==> src/rtl/boot_cfg_pkg.sv <==
package boot_cfg_pkg;

    typedef enum logic [1:0] {
        BC_START,
        BC_STOP,
        BC_WRITE,
        BC_READ
    } bus_cmd_e;

    typedef enum logic [3:0] {
        SQ_WAIT,
        SQ_START,
        SQ_DEVW,
        SQ_WADDR,
        SQ_RSTART,
        SQ_DEVR,
        SQ_READ,
        SQ_STOP,
        SQ_DONE
    } seq_state_e;

    // Line drive for one quarter phase: {scl_pull_low, sda_pull_low}.
    // Data bits hold SDA for all four phases; only START/STOP move SDA with SCL high.
    function automatic logic [1:0] phase_lines(bus_cmd_e c, logic [1:0] ph, logic [3:0] b,
                                               logic [7:0] wd, logic give_ack);
        logic clk_low;
        clk_low = (ph == 2'd0) || (ph == 2'd3);
        unique case (c)
            BC_START: begin
                unique case (ph)
                    2'd0:    return 2'b10;
                    2'd1:    return 2'b00;
                    2'd2:    return 2'b01;
                    default: return 2'b11;
                endcase
            end
            BC_STOP: begin
                unique case (ph)
                    2'd0:    return 2'b11;
                    2'd1:    return 2'b01;
                    default: return 2'b00;
                endcase
            end
            BC_WRITE: return {clk_low, (b < 4'd8) ? ~wd[3'd7 - b[2:0]] : 1'b0};
            default:  return {clk_low, (b == 4'd8) && give_ack};
        endcase
    endfunction

endpackage

==> src/rtl/boot_cfg_tick.sv <==
module boot_cfg_tick #(
    parameter int unsigned QTR_DIV = 125
) (
    input  logic clk,
    input  logic rst_n,
    output logic tick
);
    localparam int unsigned CW = (QTR_DIV > 1) ? $clog2(QTR_DIV) : 1;

    logic [CW-1:0] cnt_d, cnt_q;

    assign tick = (cnt_q == CW'(QTR_DIV - 1));

    always_comb begin
        cnt_d = tick ? '0 : cnt_q + 1'b1;
    end

    always_ff @(posedge clk or negedge rst_n) begin
        if (!rst_n) cnt_q <= '0;
        else        cnt_q <= cnt_d;
    end

    generate
        if (QTR_DIV > 1) begin : g_spacing
            // quarter-phase strobes never come back to back
            a_r12_tick_spacing: assert property (@(posedge clk) disable iff (!rst_n)
                tick |=> !tick);
        end
    endgenerate

endmodule

==> src/rtl/boot_cfg_bit_engine.sv <==
module boot_cfg_bit_engine
    import boot_cfg_pkg::*;
(
    input  logic       clk,
    input  logic       rst_n,
    input  logic       tick,
    input  logic       cmd_valid,
    input  bus_cmd_e   cmd,
    input  logic [7:0] wdata,
    input  logic       send_ack,
    input  logic       sda_in,
    output logic       done,
    output logic [7:0] rdata,
    output logic       nack,
    output logic       scl_oe,
    output logic       sda_oe
);
    typedef struct packed {
        logic       busy;
        bus_cmd_e   cmd;
        logic [1:0] ph;
        logic [3:0] bitn;
        logic [7:0] wdat;
        logic [7:0] rsh;
        logic       sack;
        logic       ackin;
        logic       done;
        logic       scl_oe;
        logic       sda_oe;
        logic       sda_s1;
        logic       sda_s2;
    } eng_s;

    eng_s q, n;
    logic last_bit;

    always_comb begin
        n        = q;
        n.done   = 1'b0;
        n.sda_s1 = sda_in;
        n.sda_s2 = q.sda_s1;
        last_bit = (q.cmd == BC_START) || (q.cmd == BC_STOP) || (q.bitn == 4'd8);
        if (!q.busy) begin
            if (cmd_valid) begin
                n.busy   = 1'b1;
                n.cmd    = cmd;
                n.ph     = 2'd0;
                n.bitn   = 4'd0;
                n.wdat   = wdata;
                n.sack   = send_ack;
                {n.scl_oe, n.sda_oe} = phase_lines(cmd, 2'd0, 4'd0, wdata, send_ack);
            end
        end else if (tick) begin
            if (q.ph == 2'd2) begin
                if (q.bitn < 4'd8) n.rsh   = {q.rsh[6:0], q.sda_s2};
                else               n.ackin = q.sda_s2;
            end
            if (q.ph == 2'd3 && last_bit) begin
                n.busy = 1'b0;
                n.done = 1'b1;
            end else begin
                n.ph = q.ph + 2'd1;
                if (q.ph == 2'd3) n.bitn = q.bitn + 4'd1;
                {n.scl_oe, n.sda_oe} = phase_lines(q.cmd, n.ph, n.bitn, q.wdat, q.sack);
            end
        end
    end

    always_ff @(posedge clk or negedge rst_n) begin
        if (!rst_n) begin
            q      <= '0;
            q.cmd  <= BC_STOP;
            q.sda_s1 <= 1'b1;
            q.sda_s2 <= 1'b1;
        end else begin
            q <= n;
        end
    end

    assign done   = q.done;
    assign rdata  = q.rsh;
    assign nack   = q.ackin;
    assign scl_oe = q.scl_oe;
    assign sda_oe = q.sda_oe;

    // SDA may move under a released SCL only inside START or STOP
    a_r3_sda_steady_high: assert property (@(posedge clk) disable iff (!rst_n)
        (!scl_oe && !$past(scl_oe) && (sda_oe != $past(sda_oe)))
        |-> (q.cmd == BC_START || q.cmd == BC_STOP));

    // SCL moves only on a quarter strobe or when a command is accepted
    a_r12_scl_paced: assert property (@(posedge clk) disable iff (!rst_n)
        !$stable(scl_oe) |-> ($past(tick) || $past(cmd_valid)));

endmodule

==> src/rtl/boot_cfg_loader.sv <==
module boot_cfg_loader
    import boot_cfg_pkg::*;
#(
    parameter int unsigned SYS_CLK_HZ = 50_000_000,
    parameter int unsigned SCL_HZ     = 100_000,
    parameter int unsigned NUM_REGS   = 128,
    parameter logic [6:0]  DEV_ADDR   = 7'h50,
    parameter logic [7:0]  SIGNATURE  = 8'h95
) (
    input  logic       clk,
    input  logic       rst_n,
    input  logic [1:0] mode_sel,
    input  logic       pwr_down,
    output logic       scl_oe,
    output logic       sda_oe,
    input  logic       sda_in,
    output logic [6:0] reg_addr,
    output logic [7:0] reg_data,
    output logic       reg_we,
    output logic       load_done,
    output logic       load_valid
);
    localparam int unsigned QTR_DIV    = SYS_CLK_HZ / (4 * SCL_HZ);
    localparam int unsigned CW         = $clog2(NUM_REGS + 1);
    localparam int unsigned LOAD_LIMIT = (SYS_CLK_HZ / 1000) * 30;
    localparam int unsigned LW         = $clog2(LOAD_LIMIT + 1);

    typedef struct packed {
        seq_state_e   state;
        logic         issued;
        logic [CW-1:0] byte_cnt;
        logic         sig_ok;
        logic         fail;
        logic         we;
        logic [6:0]   waddr;
        logic [7:0]   wdata;
        logic         done;
        logic         valid;
    } seq_s;

    seq_s q, n;
    logic       tick, eng_done, eng_nack, cmd_valid, send_ack;
    logic [7:0] eng_rdata, cmd_wdata;
    bus_cmd_e   cmd;

    boot_cfg_tick #(.QTR_DIV(QTR_DIV)) u_tick (
        .clk(clk), .rst_n(rst_n), .tick(tick)
    );

    boot_cfg_bit_engine u_engine (
        .clk(clk), .rst_n(rst_n), .tick(tick),
        .cmd_valid(cmd_valid), .cmd(cmd), .wdata(cmd_wdata), .send_ack(send_ack),
        .sda_in(sda_in), .done(eng_done), .rdata(eng_rdata), .nack(eng_nack),
        .scl_oe(scl_oe), .sda_oe(sda_oe)
    );

    always_comb begin
        n         = q;
        n.we      = 1'b0;
        cmd       = BC_START;
        cmd_wdata = 8'h00;
        send_ack  = 1'b0;
        unique case (q.state)
            SQ_WAIT:   if (mode_sel == 2'b00 && !pwr_down) n.state = SQ_START;
            SQ_START,
            SQ_RSTART: cmd = BC_START;
            SQ_DEVW:   begin cmd = BC_WRITE; cmd_wdata = {DEV_ADDR, 1'b0}; end
            SQ_WADDR:  begin cmd = BC_WRITE; cmd_wdata = 8'h00; end
            SQ_DEVR:   begin cmd = BC_WRITE; cmd_wdata = {DEV_ADDR, 1'b1}; end
            SQ_READ:   begin cmd = BC_READ; send_ack = (q.byte_cnt != CW'(NUM_REGS)); end
            SQ_STOP:   cmd = BC_STOP;
            default:   ;
        endcase
        cmd_valid = !q.issued && (q.state != SQ_WAIT) && (q.state != SQ_DONE);
        if (cmd_valid) n.issued = 1'b1;

        if (eng_done) begin
            n.issued = 1'b0;
            unique case (q.state)
                SQ_START:  n.state = SQ_DEVW;
                SQ_RSTART: n.state = SQ_DEVR;
                SQ_DEVW, SQ_WADDR, SQ_DEVR: begin
                    if (eng_nack) begin
                        n.fail  = 1'b1;
                        n.state = SQ_STOP;
                    end else begin
                        n.state    = (q.state == SQ_DEVW)  ? SQ_WADDR :
                                     (q.state == SQ_WADDR) ? SQ_RSTART : SQ_READ;
                        n.byte_cnt = '0;
                    end
                end
                SQ_READ: begin
                    if (q.byte_cnt == '0) begin
                        n.sig_ok = (eng_rdata == SIGNATURE);
                    end else if (q.sig_ok) begin
                        n.we    = 1'b1;
                        n.waddr = 7'(q.byte_cnt - 1'b1);
                        n.wdata = eng_rdata;
                    end
                    if (q.byte_cnt == CW'(NUM_REGS)) n.state = SQ_STOP;
                    else                             n.byte_cnt = q.byte_cnt + 1'b1;
                end
                SQ_STOP: begin
                    n.state = SQ_DONE;
                    n.done  = 1'b1;
                    n.valid = q.sig_ok && !q.fail;
                end
                default: ;
            endcase
        end
    end

    always_ff @(posedge clk or negedge rst_n) begin
        if (!rst_n) begin
            q       <= '0;
            q.state <= SQ_WAIT;
        end else begin
            q <= n;
        end
    end

    assign reg_addr   = q.waddr;
    assign reg_data   = q.wdata;
    assign reg_we     = q.we;
    assign load_done  = q.done;
    assign load_valid = q.valid;

    // Cycle budget watch for R10
    logic [LW-1:0] run_cnt_q;
    always_ff @(posedge clk or negedge rst_n) begin
        if (!rst_n) run_cnt_q <= '0;
        else if (q.state != SQ_WAIT && q.state != SQ_DONE) run_cnt_q <= run_cnt_q + 1'b1;
    end

    a_r10_load_budget: assert property (@(posedge clk) disable iff (!rst_n)
        run_cnt_q < LW'(LOAD_LIMIT));

    a_r11_done_sticky: assert property (@(posedge clk) disable iff (!rst_n)
        load_done |=> (load_done && $stable(load_valid)));

    a_r11_valid_needs_done: assert property (@(posedge clk) disable iff (!rst_n)
        load_valid |-> load_done);

    // register writes happen only before completion
    a_r4_write_before_done: assert property (@(posedge clk) disable iff (!rst_n)
        reg_we |-> !load_done);

    // while held off the bus is left released
    a_r8_quiet_hold: assert property (@(posedge clk) disable iff (!rst_n)
        (q.state == SQ_WAIT) |-> (!scl_oe && !sda_oe));

endmodule

==> config.mk <==
export PLATFORM = sky130hd
export DESIGN_NAME = boot_cfg_loader
export DESIGN_NICKNAME = d
export VERILOG_FILES = /design/src/rtl/boot_cfg_pkg.sv /design/src/rtl/boot_cfg_tick.sv /design/src/rtl/boot_cfg_bit_engine.sv /design/src/rtl/boot_cfg_loader.sv
export SDC_FILE = /design/constraint.sdc
export NUM_CORES = 1
export LEC_CHECK = 0
export ABC_CLOCK_PERIOD_IN_PS = 1900
export BUFFER_PORTS_ARGS = -buffer_cell sky130_fd_sc_hd__clkbuf_2
export CORE_MARGIN = 2
export CORE_UTILIZATION = 40
export CTS_BUF_LIST = sky130_fd_sc_hd__clkbuf_4
export DETAILED_ROUTE_END_ITERATION = 8
export HOLD_SLACK_MARGIN = 0.1
export PLACE_DENSITY_LB_ADDON = 0.2
export RECOVER_POWER = 50
export SETUP_SLACK_MARGIN = 0.3
export SKIP_LAST_GASP = 1
export SLEW_MARGIN = 20
export SYNTH_ARGS = -nofsm -noshare
export SYNTH_HDL_FRONTEND = slang
export SYNTH_SLANG_ARGS = --single-unit
==> constraint.sdc <==
create_clock -name clk -period 1.9 [get_ports clk]
set_input_delay 0 -clock clk [delete_from_list [all_inputs] [get_ports clk]]
set_output_delay 0 -clock clk [all_outputs]
set_load 0.01 [all_outputs]
==> results by group <==
Global routing
  – GRT overflow: 0
  – Initial antenna violation count: 0
  – First-pass GRT wire length: around 13000 µm
  – Total GRT Usage: 17.38%
  – Largest net degree at the start of global routing: 52
  – Vias in the first global route: 2704

Finish
  – Area Growth Syn to Fin: 33.17%
  – Post-route insts no fill: around 530
  – Share of cells above drive strength 1: about two fifths
  – ANT cells: 0
  – Nets: about 430

CTS
  – Clk buf depth: 2
  – Clock transition at path regs: 0.11 ns
  – H-tree depth: 3
  – Inserted Clock Buffers: 9
  – Clock root cell: clkbuf_4
  – Worst skew pair latency: around 0.4 ns
  – CTS tree: yes
  – # clock sinks: 66

Yosys
  – Compound-Gate Fraction of Synth Area: about 13%
  – Synth Flop Type: dfrtp_1
  – Seq/Total Area, Yosys: between 40% and 50%
  – Count leader, synth: dfrtp_1
  – Ys async rst share: 100.0%
  – Yosys top cell area share: 44.60%
  – Xor/xnor share of the synthesized area: between 2 and 2.5%
  – Post-Synth Adder-Cell Area: around 4%
  – Simple-Gate Fraction of Synth Area: a little under a fifth
  – Biggest area consumer among synthesized cells: dfrtp_1
  – Syn Area/Cell: ~10 µm²
  – Ranking of synthesized cells by area: dfrtp_1, mux2_2, o21ai_0
  – Seq cells post-synth: 66
  – Distinct cells, synth: 62
  – Synth Net Count: 360
  – Post-synth EDFFs: 0
  – Mux cell area share after synthesis: between 7 and 8%
  – Mapped Area: ~3500 µm²
  – Top cells by count, synth: dfrtp_1, o21ai_0, nand2_1
  – Largest family of logic cells by synthesized area: simple AND/OR/NAND/NOR gates
  – Synth warn: 0
  – Synth Instances: between 300 and 400

Timing
  – Final worst slack: ~0.13 ns
  – Max Clock Freq: between 500 and 600 MHz
  – Post-route minimum period: around 1.8 ns
  – Final Max Slew Viols: 0
  – Setup TNS: 0 ns
  – Worst slew margin: 14.80%
  – RSZ-0062 raised after global routing: yes
  – Worst slew pin tran: approximately 1.3 ns
  – Tcrit/Tclk final: between 90% and 100%
  – Final hold violations: 0
  – Count of final setup violators: 0
  – Skew final: about 0.019 ns

Pwr
  – Leakage: about 0.0022 µW
  – Pint: slightly below 2000 µW
  – Clock power share: between 40% and 50%
  – PwrDens: 536.2 nW/µm²
  – Switching Fraction: between 20 and 25%
  – Sequential share of power: ~56%
  – Logic pwr share: 1.6%
  – P_sw: around 550 µW
  – Worst vdd ir: just under 0.4 mV

Setup path
  – Crit path launch: q[30]
  – WP data required: ~2.2 ns
  – FF-to-FF Start: q[30]
  – Reg2reg end: q[27]
  – CP Capture Type: flip-flop
  – R2R setup slack: ~0.13 ns
  – Critical path endpoint: q[27]
  – Crit path launch type: flip-flop
  – CP Class: reg -> reg
  – Arr. time, crit path: just over 2 ns
  – Worst reg2reg path depth: 6
  – Max FO, Critical Path: 5

Route
  – Via/cell ratio: 5.167
  – Routed len/inst: about 16 µm
  – Final wirelength: between 8000 and 9000 µm
  – Vias: 2728
  – Final antenna-violating net count: 0
  – DRC: 0
  – Pre-antenna DRT Iters: 6
  – Starting DRT DRC Count: 171

Die
  – Ports: 26
  – Core region area: 8636 µm²
  – Initial Util: 40.93%
  – Die Height: between 90 and 100 µm
  – Die X: ~98 µm
  – Die area: 9605 µm²
  – Row count: 34

Place
  – DP Wirelength: 4882 µm
  – Number of buffers added on ports: 25
  – GPL Wtd Cong: between 0.8 and 0.9
  – Post-placement cell count: approximately 460
  – Placement Setup Slack: between 0.01 and 0.015 ns

Hold path
  – Min-Delay Path Class: in -> reg

Job
  – Max-Cap Viols: 0

Run status
  – Status: finished, final reports clean
## repair_timing
| action | CTS | global route |
|---|---|---|
| resized for setup | 50 | 57 |
| hold buffers | 5 | 0 |
| setup endpoints to repair | 44 | 44 |
| endpoints found under the hold margin | 65 | 0 |
| buffers inserted | 33 | 7 |
| gates cloned | 1 | 2 |
| pin swaps | 22 | 28 |
## layout by cell type (no fill, tap or decap), drive strengths merged, types with 4 or more instances in the layout
master,instances
mux2,20
nor3,6
buf,55
nor2,25
ha,11
xnor2,4
nand2b,6
and3,6
inv,21
dfrtp,63
a31oi,4
nand4,6
nand3b,8
a21oi,6
dlygate4sd3,5
xor2,6
clkbuf,39
nand2,32
nand3,13
o21ai,34
## per-stage QoR
step	total power [µW]	cell area (µm²)	util, %	hold slack, ns
3_5_place_dp	1477	3809	44.10	-0.03462
5_1_grt	2634	4707	54.51	0.2107
4_1_cts	2566	4473	51.80	0.1579
6_report	2524	4707	54.51	0.2337
3_3_place_gp	1477	3809	44.10	-0.03259
2_1_floorplan	1437	3616	-	-0.2956
## cell families after synthesis
group	count (synthesis)
adder cells (fa/ha/maj)	11
flip-flops	66
buffers and inverters	49
AND/OR/NAND/NOR	118
multiplexers	22
AO/OA/AOI/OAI	67
XOR/XNOR	10
## power groups by stage
stage	clock, µW	combinational (µW)	sequential (µW)
floorplan	0	1.31	1440
global placement	0	41.5	1440
detailed placement	0	41.4	1440
CTS	1110	49.5	1410
global route	1180	48.5	1410
finish	1070	41.1	1410
## registers in the layout (all words and copies together) (netlist names)
register	count
load_done	1
load_valid	1
q	15
reg_addr	7
reg_data	8
reg_we	1
u_engine.done	1
u_engine.n	1
u_engine.nack	1
u_engine.q	13
u_engine.rdata	8
u_engine.scl_oe	1
u_engine.sda_oe	1
u_tick.cnt_q	7
## how the worst min path moves through the flow
stage	from	to	slack [ns]	cells past startpoint
2_1_floorplan	rst_n	load_done	-0.30	0
3_3_place_gp	rst_n	load_done	-0.03	1
3_5_place_dp	rst_n	load_done	-0.03	1
4_1_cts	rst_n	reg_addr[5]	0.16	3
5_1_grt	sda_in	u_engine.n[0]	0.21	2
6_report	sda_in	u_engine.n[0]	0.23	2
## worst max-delay path: stages (launching register included)
cell       delay, ns
dfrtp_2         0.45
nand3b_1        0.27
a21oi_4         0.27
buf_12          0.14
o2111ai_4       0.20
o21ai_1         0.22
o21ai_1         0.10
## layer usage
metal | vias to the layer above | routed length (µm) | part of all wire [%] | global-route usage [%]
met5 | - | 0 | 0 | 0
met4 | 0 | 146 | 1.7 | 6.410
met3 | 11 | 273 | 3.3 | 3.436
met2 | 51 | 4027 | 48 | 27.77
met1 | 1329 | 3903 | 47 | 23.56
li1 | 1337 | - | - | -
## final cells by class
cell class                 count  area (µm²)
clock buffer                  10       75.07
clock inverter                 6       88.84
fill                         743        3929
inverter                      20       75.07
multi-input combinational    229        1967
sequential                    66        1665
tap                          108       135.1
timing repair buffer          89       700.7
No activity file was read; power rests on OpenSTA's default activity.
